File: src/rtl/irqc_pkg.sv
// Package: shared sizes and register offsets for the interrupt controller.
// Assumes byte addressing with 32-bit registers on word-aligned offsets.
package irqc_pkg;
    localparam int IRQ_NUM  = 32;
    localparam int BUS_AW   = 8;
    localparam int BUS_DW   = 32;
    localparam int SYNC_LEN = 2;

    localparam logic [BUS_AW-1:0] OFS_RAW  = 8'h00;
    localparam logic [BUS_AW-1:0] OFS_MSK  = 8'h04;
    localparam logic [BUS_AW-1:0] OFS_MSET = 8'h08;
    localparam logic [BUS_AW-1:0] OFS_MCLR = 8'h0C;
    localparam logic [BUS_AW-1:0] OFS_PEND = 8'h10;
endpackage

File: src/rtl/irqc_sync.sv
// Module: multi-stage synchronizer for a vector of asynchronous levels.
// Assumes each bit is an independent level, so no bus coherency is needed.
module irqc_sync #(
    parameter int WIDTH  = 32,
    parameter int STAGES = 2
) (
    input  logic             clk,
    input  logic             rst_n,
    input  logic [WIDTH-1:0] d_i,
    output logic [WIDTH-1:0] q_o
);
    logic [WIDTH-1:0] stage_q [STAGES];

    generate
        for (genvar s = 0; s < STAGES; s++) begin : g_stage
            if (s == 0) begin : g_first
                // Capture the raw lines in the first stage.
                always_ff @(posedge clk) begin
                    if (!rst_n) stage_q[0] <= '0;
                    else        stage_q[0] <= d_i;
                end
            end else begin : g_next
                // Move the value one stage further along the chain.
                always_ff @(posedge clk) begin
                    if (!rst_n) stage_q[s] <= '0;
                    else        stage_q[s] <= stage_q[s-1];
                end
            end
        end
    endgenerate

    assign q_o = stage_q[STAGES-1];
endmodule

File: src/rtl/irqc_mask_reg.sv
// Module: per-source mask held in flops and changed by set and clear vectors.
// Assumes set and clear come from separate write ports. Set wins on a tie.
module irqc_mask_reg #(
    parameter int WIDTH = 32
) (
    input  logic             clk,
    input  logic             rst_n,
    input  logic [WIDTH-1:0] set_i,
    input  logic [WIDTH-1:0] clr_i,
    output logic [WIDTH-1:0] mask_o
);
    logic [WIDTH-1:0] mask_q;

    // Reset masks everything. Otherwise clear first, then apply set on top.
    always_ff @(posedge clk) begin
        if (!rst_n) mask_q <= '1;
        else        mask_q <= (mask_q & ~clr_i) | set_i;
    end

    assign mask_o = mask_q;
endmodule

File: src/rtl/irqc_combine.sv
// Module: builds the pending vector and the registered combined interrupt.
// Assumes status is already synchronous to clk.
module irqc_combine #(
    parameter int WIDTH = 32
) (
    input  logic             clk,
    input  logic             rst_n,
    input  logic [WIDTH-1:0] status_i,
    input  logic [WIDTH-1:0] mask_i,
    output logic [WIDTH-1:0] pend_o,
    output logic             irq_o
);
    logic irq_q;

    // A source is pending when it is raised and not masked.
    always_comb begin
        pend_o = status_i & ~mask_i;
    end

    // Register the OR of all pending sources toward the processor.
    always_ff @(posedge clk) begin
        if (!rst_n) irq_q <= 1'b0;
        else        irq_q <= |pend_o;
    end

    assign irq_o = irq_q;
endmodule

File: src/rtl/irqc_regif.sv
// Module: decodes the register bus into mask strobes and a registered read mux.
// Assumes single-cycle strobes and full-address decode with no aliasing.
module irqc_regif
    import irqc_pkg::*;
#(
    parameter int WIDTH = IRQ_NUM,
    parameter int AW    = BUS_AW,
    parameter int DW    = BUS_DW
) (
    input  logic             clk,
    input  logic             rst_n,
    input  logic [AW-1:0]    addr_i,
    input  logic             wr_en_i,
    input  logic [DW-1:0]    wr_data_i,
    input  logic             rd_en_i,
    output logic [DW-1:0]    rd_data_o,
    input  logic [WIDTH-1:0] status_i,
    input  logic [WIDTH-1:0] mask_i,
    input  logic [WIDTH-1:0] pend_i,
    output logic [WIDTH-1:0] set_o,
    output logic [WIDTH-1:0] clr_o
);
    logic [DW-1:0] status_ext;
    logic [DW-1:0] mask_ext;
    logic [DW-1:0] pend_ext;
    logic [DW-1:0] rd_sel;
    logic [DW-1:0] rd_q;

    // Widen the source vectors to the bus width with zero fill.
    always_comb begin
        status_ext = '0;
        mask_ext   = '0;
        pend_ext   = '0;
        status_ext[WIDTH-1:0] = status_i;
        mask_ext[WIDTH-1:0]   = mask_i;
        pend_ext[WIDTH-1:0]   = pend_i;
    end

    // Turn writes to the two mask ports into per-bit strobes.
    always_comb begin
        set_o = '0;
        clr_o = '0;
        if (wr_en_i && addr_i == OFS_MSET) set_o = wr_data_i[WIDTH-1:0];
        if (wr_en_i && addr_i == OFS_MCLR) clr_o = wr_data_i[WIDTH-1:0];
    end

    // Select the readable register. Everything else reads as zero.
    always_comb begin
        unique case (addr_i)
            OFS_RAW:  rd_sel = status_ext;
            OFS_MSK:  rd_sel = mask_ext;
            OFS_PEND: rd_sel = pend_ext;
            default:  rd_sel = '0;
        endcase
    end

    // Register the read data and drive zero when no read is active.
    always_ff @(posedge clk) begin
        if (!rst_n)       rd_q <= '0;
        else if (rd_en_i) rd_q <= rd_sel;
        else              rd_q <= '0;
    end

    assign rd_data_o = rd_q;
endmodule

File: src/rtl/irq_ctrl_top.sv
// Module: top of the level-sensitive interrupt controller.
// Assumes request lines are asynchronous levels that stay high until serviced.
module irq_ctrl_top
    import irqc_pkg::*;
#(
    parameter int NUM_SRC = IRQ_NUM,
    parameter int AW      = BUS_AW,
    parameter int DW      = BUS_DW,
    parameter int SYNC_N  = SYNC_LEN
) (
    input  logic               clk,
    input  logic               rst_n,
    input  logic [NUM_SRC-1:0] req_i,
    input  logic [AW-1:0]      bus_addr,
    input  logic               bus_wr_en,
    input  logic [DW-1:0]      bus_wr_data,
    input  logic               bus_rd_en,
    output logic [DW-1:0]      bus_rd_data,
    output logic               irq_o
);
    logic [NUM_SRC-1:0] status_q;
    logic [NUM_SRC-1:0] mask_q;
    logic [NUM_SRC-1:0] pend_w;
    logic [NUM_SRC-1:0] set_w;
    logic [NUM_SRC-1:0] clr_w;

    irqc_sync #(.WIDTH(NUM_SRC), .STAGES(SYNC_N)) u_sync (
        .clk   (clk),
        .rst_n (rst_n),
        .d_i   (req_i),
        .q_o   (status_q)
    );

    irqc_mask_reg #(.WIDTH(NUM_SRC)) u_mask (
        .clk    (clk),
        .rst_n  (rst_n),
        .set_i  (set_w),
        .clr_i  (clr_w),
        .mask_o (mask_q)
    );

    irqc_combine #(.WIDTH(NUM_SRC)) u_comb (
        .clk      (clk),
        .rst_n    (rst_n),
        .status_i (status_q),
        .mask_i   (mask_q),
        .pend_o   (pend_w),
        .irq_o    (irq_o)
    );

    irqc_regif #(.WIDTH(NUM_SRC), .AW(AW), .DW(DW)) u_regif (
        .clk       (clk),
        .rst_n     (rst_n),
        .addr_i    (bus_addr),
        .wr_en_i   (bus_wr_en),
        .wr_data_i (bus_wr_data),
        .rd_en_i   (bus_rd_en),
        .rd_data_o (bus_rd_data),
        .status_i  (status_q),
        .mask_i    (mask_q),
        .pend_i    (pend_w),
        .set_o     (set_w),
        .clr_o     (clr_w)
    );
endmodule

File: config.mk
export PLATFORM = sky130hd
export DESIGN_NAME = irq_ctrl_top
export DESIGN_NICKNAME = d
export VERILOG_FILES = /design/src/rtl/irqc_pkg.sv /design/src/rtl/irqc_sync.sv /design/src/rtl/irqc_mask_reg.sv /design/src/rtl/irqc_combine.sv /design/src/rtl/irqc_regif.sv /design/src/rtl/irq_ctrl_top.sv
export SDC_FILE = /design/constraint.sdc
export NUM_CORES = 1
export LEC_CHECK = 0
export BUFFER_PORTS_ARGS = -buffer_cell sky130_fd_sc_hd__clkbuf_2
export CAP_MARGIN = 20
export CORE_AREA = 2 2 93 95
export DETAILED_ROUTE_END_ITERATION = 16
export DIE_AREA = 0 0 95 97
export PLACE_DENSITY = 0.82
export SLEW_MARGIN = 40
export SYNTH_ARGS = -nofsm -noshare
export SYNTH_HDL_FRONTEND = slang
export SYNTH_SLANG_ARGS = --single-unit
File: constraint.sdc
create_clock -name clk -period 1.85 [get_ports clk]
set_clock_uncertainty 0.05 [all_clocks]
set_input_delay 0 -clock clk [delete_from_list [all_inputs] [get_ports clk]]
set_output_delay 0 -clock clk [all_outputs]
set_load 0.005 [all_outputs]
Yosys cells after proc, flatten, opt, wreduce, memory -nomap -nowiden
Memories as Yosys holds them, arrays and structs flattened.
Cells that the tools add are included.

storage, ports and cells
  register bits after elaboration = 65
  bits in latches = 0
  RAM bits = 64
  memory bits (read-only) = 0
  input port bits = 76
  memories kept = 1

operators by class
  add/sub/neg operators = 0
  $mul = 0
  divide/modulo/power cells = 0
  order comparisons = 0
  equal/unequal tests = 4
  shift-type cells = 0
  muxes and demuxes = 7
  bitwise gates (word level) = 7
  reduce and logical (&&, ||, !) cells = 5

memories
  memory          depth  width  rd ports  clocked after memory_dff  write ports  RTL line         text
  u_sync.stage_q  2      32     2         0                         2            irqc_sync.sv:12  logic [WIDTH-1:0] stage_q [STAGES];

operators with widths
  operator                                       number
  two-way mux 32 bit                             4
  one-hot mux 32 bit (3 select lines)            1
  AND 32 bit                                     2
  inverter 32 bit                                2
  OR 32 bit                                      1
  OR reduction 32 bit                            1
  == test 8 x 4 -> 1 bit, second input constant  2
  == test 8 x 3 -> 1 bit, second input constant  1
  == test 8 x 5 -> 1 bit, second input constant  1
  logical NOT 8 bit                              1
  logical AND 1 bit                              2
  two-way mux 1 bit                              2
  OR 1 bit                                       2
  AND reduction 2 bit                            1

Depth between registers and ports, before layout
  depth after elaboration = 6
  mapped depth = 6
  mapped depth without buffers = 4

By module
Synthesis repeated with hierarchy kept, for this count alone.

unflattened totals
  cells, all modules = 542
  area, all modules = 5,540.3 µm²

modules (own cells, without submodules)
  module         times used  cells each  area each (µm²)  seq. area each (µm²)
  irqc_regif     1           265         2,198.4          640.6
  irqc_sync      1           134         1,791.7          1,281.2
  irqc_mask_reg  1           99          1,114.8          640.6
  irqc_combine   1           44          435.4            20.0

Worst setup path before layout
OpenSTA, ideal clock, no wires.

  kind = flip-flop to flip-flop
  start point = memory u_sync.stage_q[1][11]
  end point = register u_comb.irq_q, in the netlist u_comb.irq_o
  data arrival time = 1.061 ns
  setup slack = 0.624 ns
  cell stages (with the launch flop) = 5
  buffers on the path = 0
  path through = dfxtp_1 > nor2b_1 > a2111oi_0 > nand4_1 > o21a_1

RTL lines
  element                 RTL line            text
  start: declaration      irqc_sync.sv:12
  end signal: assignment  irqc_combine.sv:23  else irq_q <= |pend_o;
  end: declaration        irqc_combine.sv:13  logic irq_q;

Worst setup path in the final report
  start point = register u_mask.mask_q[22], in the netlist u_mask.mask_o[22]
  end point = register u_comb.irq_q, in the netlist u_comb.irq_o

between the ends
  longest elaborated chain between the ends = 3

ends and longest elaborated chain
  element                   RTL line             text
  start: declaration        irqc_mask_reg.sv:12  logic [WIDTH-1:0] mask_q;
  start signal: assignment  irqc_mask_reg.sv:17  else mask_q <= (mask_q & ~clr_i) | set_i;
  inverter 32 bit           irqc_combine.sv:17   pend_o = status_i & ~mask_i;
  AND 32 bit                irqc_combine.sv:17
  OR reduction 32 bit       irqc_combine.sv:23

No other way between the ends.
A chain may end at the register's enable or synchronous reset.

==> impl_metrics.yaml <==
cells_and_area:
  syn_to_final_growth_pct: 48.1
  ff_latch_area_sq_mm: 0.00258
  nFillCells: 419
  antenna_cells: 0
  fin_nets: 751
  fin_area_sq_mm: 0.00673
  multiInputGateArea_sq_mm: 0.00181
  drive_above_1_share: 0.216
  final_cells: 790
  final_util: 0.827
min_path:
  hp-class: "input port to register"
  hold_path_startpoint: "bus_rd_en"
clock_network:
  cts_max_path_buffers: 2
  cts_tree: "built"
  clk_pin_slew_ns: 0.06
  cts_setup_buffers: 0
  clock-sinks: 129
  htree_levels: 4
  root_buffer: "clkbuf_8"
  cts_buffers: 17
  ctsHoldBuffers: 97
  clock_latency_ns: 0.52
  cts_resized: 0
placement:
  dp_cells: 664
  place_ws_ns: 0.224
  hpwl_mm: 7.04
  post_dp_cell_area_sq_mm: 0.00517
  io_buffer_count: 108
  gp_congestion: 0.807
worst_setup_path:
  path_delay_family: "compound AO/OA/AOI/OAI gates"
  worstPathArrival_ns: 2.05
  crit_start: "u_mask.mask_o[22]"
  crit_required_ns: 2.20
  critical_path.max_stage_delay_ns: 0.71
  critPathLaunchType: "register"
  crit_slowest_cell: "a2111oi_1"
  crit_chain: "inv_1 > a2111oi_1 > nand4_1 > o21a_1"
  r2r_start: "u_mask.mask_o[22]"
  cp_max_fo: 3
  crit_path_end_kind: "register"
  critical_path_buf_inv_count: 1
  crit_type: "register to register"
grt:
  grt_first_pass_wirelength_mm: 23.0
  track_usage: 0.324
  antenna_found_initial: 0
  grtUsageMet1: 0.372
  grt_max_degree: 98
  overflow: 0
  grt_pass1_vias: 4806
  top_usage_layer: "met2"
  grtUsageMet2: 0.540
  grtUsageMet3: 0.0841
status:
  status: "complete, no violations"
power:
  power.density_mw_per_mm2: 968
  power.total_mw: 6.51
  irDropWorstVdd_uv: 719
  leakage_nw: 2.76
floorplan:
  initial_core_util: 0.558
  die-area_sq_mm: 0.00922
  io_pins: 109
  die_h_um: 97
  dieWidth_um: 95
  rows: 33
  design.core.area_sq_mm: 0.00813
yosys:
  ys_top_cells_by_area: "dfxtp_1, and2_1, nand2_1"
  ys_types: 24
  syn_area_per_cell_sq_um: 9.52
  synthCells: 477
  ys_seq_area_frac: 0.569
  synth_top_area_share: 0.569
  netlist_area_sq_mm: 0.00454
  yosys_warnings: 0
  synth_top_area_cell: "dfxtp_1"
  synth_fp_nets: 553
  synth_seq_cells: 129
sta:
  setup_tns_ns: 0
  hold_viol_final: 0
  finalMaxSlewViolations: 0
  slew_headroom: 0.515
  finalWorstSetupSlack_ns: 0.149
  rsz0062_at_grt: "false"
  fin_crit_ns: 1.70
  tightest_slew_ns: 0.726
  max_freq_ghz: 0.588
  fin_hold_ws_ns: 0.158
  setup_violations: 0
  fin_crit_sh: 0.920
drt:
  drt_iter0_markers: 420
  drt_pass1_iterations: 5
  ant_nets: 0
  drcViolationCount: 0
  via_per_inst: 5.72
  routed_wl_mm: 14.6
  routedWlPerCell_um: 18.4
  vias: 4518
run:
  cap_violations: 0
[placed cells by master, fill, tap and decap left out, drive strengths merged]
| cell | Yosys | layout |
|---|---|---|
| a2111oi | 2 | 2 |
| a21oi | 31 | 31 |
| a22oi | 30 | 30 |
| a31oi | 2 | 2 |
| and2 | 64 | 64 |
| and3 | 1 | 1 |
| and3b | 1 | 1 |
| and4b | 1 | 1 |
| buf | 12 | 11 |
| bufinv | 0 | 3 |
| clkbuf | 25 | 131 |
| clkinv | 0 | 3 |
| dfxtp | 129 | 129 |
| dlygate4sd3 | 0 | 97 |
| inv | 2 | 2 |
| nand2 | 67 | 67 |
| nand3 | 35 | 35 |
| nand4 | 2 | 2 |
| nor2b | 30 | 30 |
| nor3 | 2 | 2 |
| nor4 | 7 | 7 |
| nor4bb | 1 | 1 |
| o211ai | 32 | 32 |
| o21a | 1 | 1 |
[worst paths after layout]
kind	endpoint	slack (ns)	cells after the start
hold / removal	u_regif.rd_data_o[27]	0.16	6
setup reg to reg	u_comb.irq_o	0.15	4
hold reg to reg	u_sync.stage_q[1][25]	0.38	1
setup / recovery	u_comb.irq_o	0.15	4
[tightest hold or removal path, stage by stage]
cell      delay (ns)
clkbuf_2        0.08
nand2_1         0.05
a21oi_1         0.04
nand3_1         0.07
buf_4           0.36
a21oi_1         0.07
[power by group]
part	switching (mW)	internal, mW	total, mW
logic	0.138	0.203	0.341
registers	0.0280	2.85	2.88
clock network	1.13	2.17	3.30
[flip-flops by register name (all words and copies together) (netlist names)]
| register | cells |
|---|---|
| u_comb.irq_o | 1 |
| u_mask.mask_o | 32 |
| u_sync.stage_q | 64 |
| u_regif.rd_data_o | 32 |
[layer usage]
metal  vias up  wire (um)
met2       285       7300
met4         0        746
met3        75       1160
li1       2038          -
met5         -          0
met1      2120       5360
[Yosys cell counts]
cell type / count
dfxtp_1: 129
nand2_1: 67
and2_1: 64
nand3_1: 35
o211ai_1: 32
a21oi_1: 31
a22oi_1: 30
nor2b_1: 30
clkbuf_1: 25
buf_2: 7
nor4_1: 6
buf_4: 4
a2111oi_0: 2
a31oi_1: 2
inv_1: 2
nand4_1: 2
nor3_1: 2
and3_1: 1
and3b_1: 1
and4b_1: 1
buf_1: 1
nor4_4: 1
nor4bb_1: 1
o21a_1: 1
[final cells by class]
| class | count | area share |
|---|---|---|
| clock buffer | 23 | 0.0709 |
| clock inverter | 6 | 0.0156 |
| inverter | 2 | 0.00112 |
| multi-input combinational | 309 | 0.268 |
| sequential | 129 | 0.384 |
| tap | 105 | 0.0195 |
| timing repair buffer | 216 | 0.241 |
[logic make-up after synthesis]
| family | share of synthesized area |
|---|---|
| AOI/OAI and AO/OA | 0.145 |
| DFF | 0.569 |
| and+or+nand+nor | 0.249 |
| buffers and inverters | 0.0375 |
Note: power is estimated with default switching activity, not from simulation.
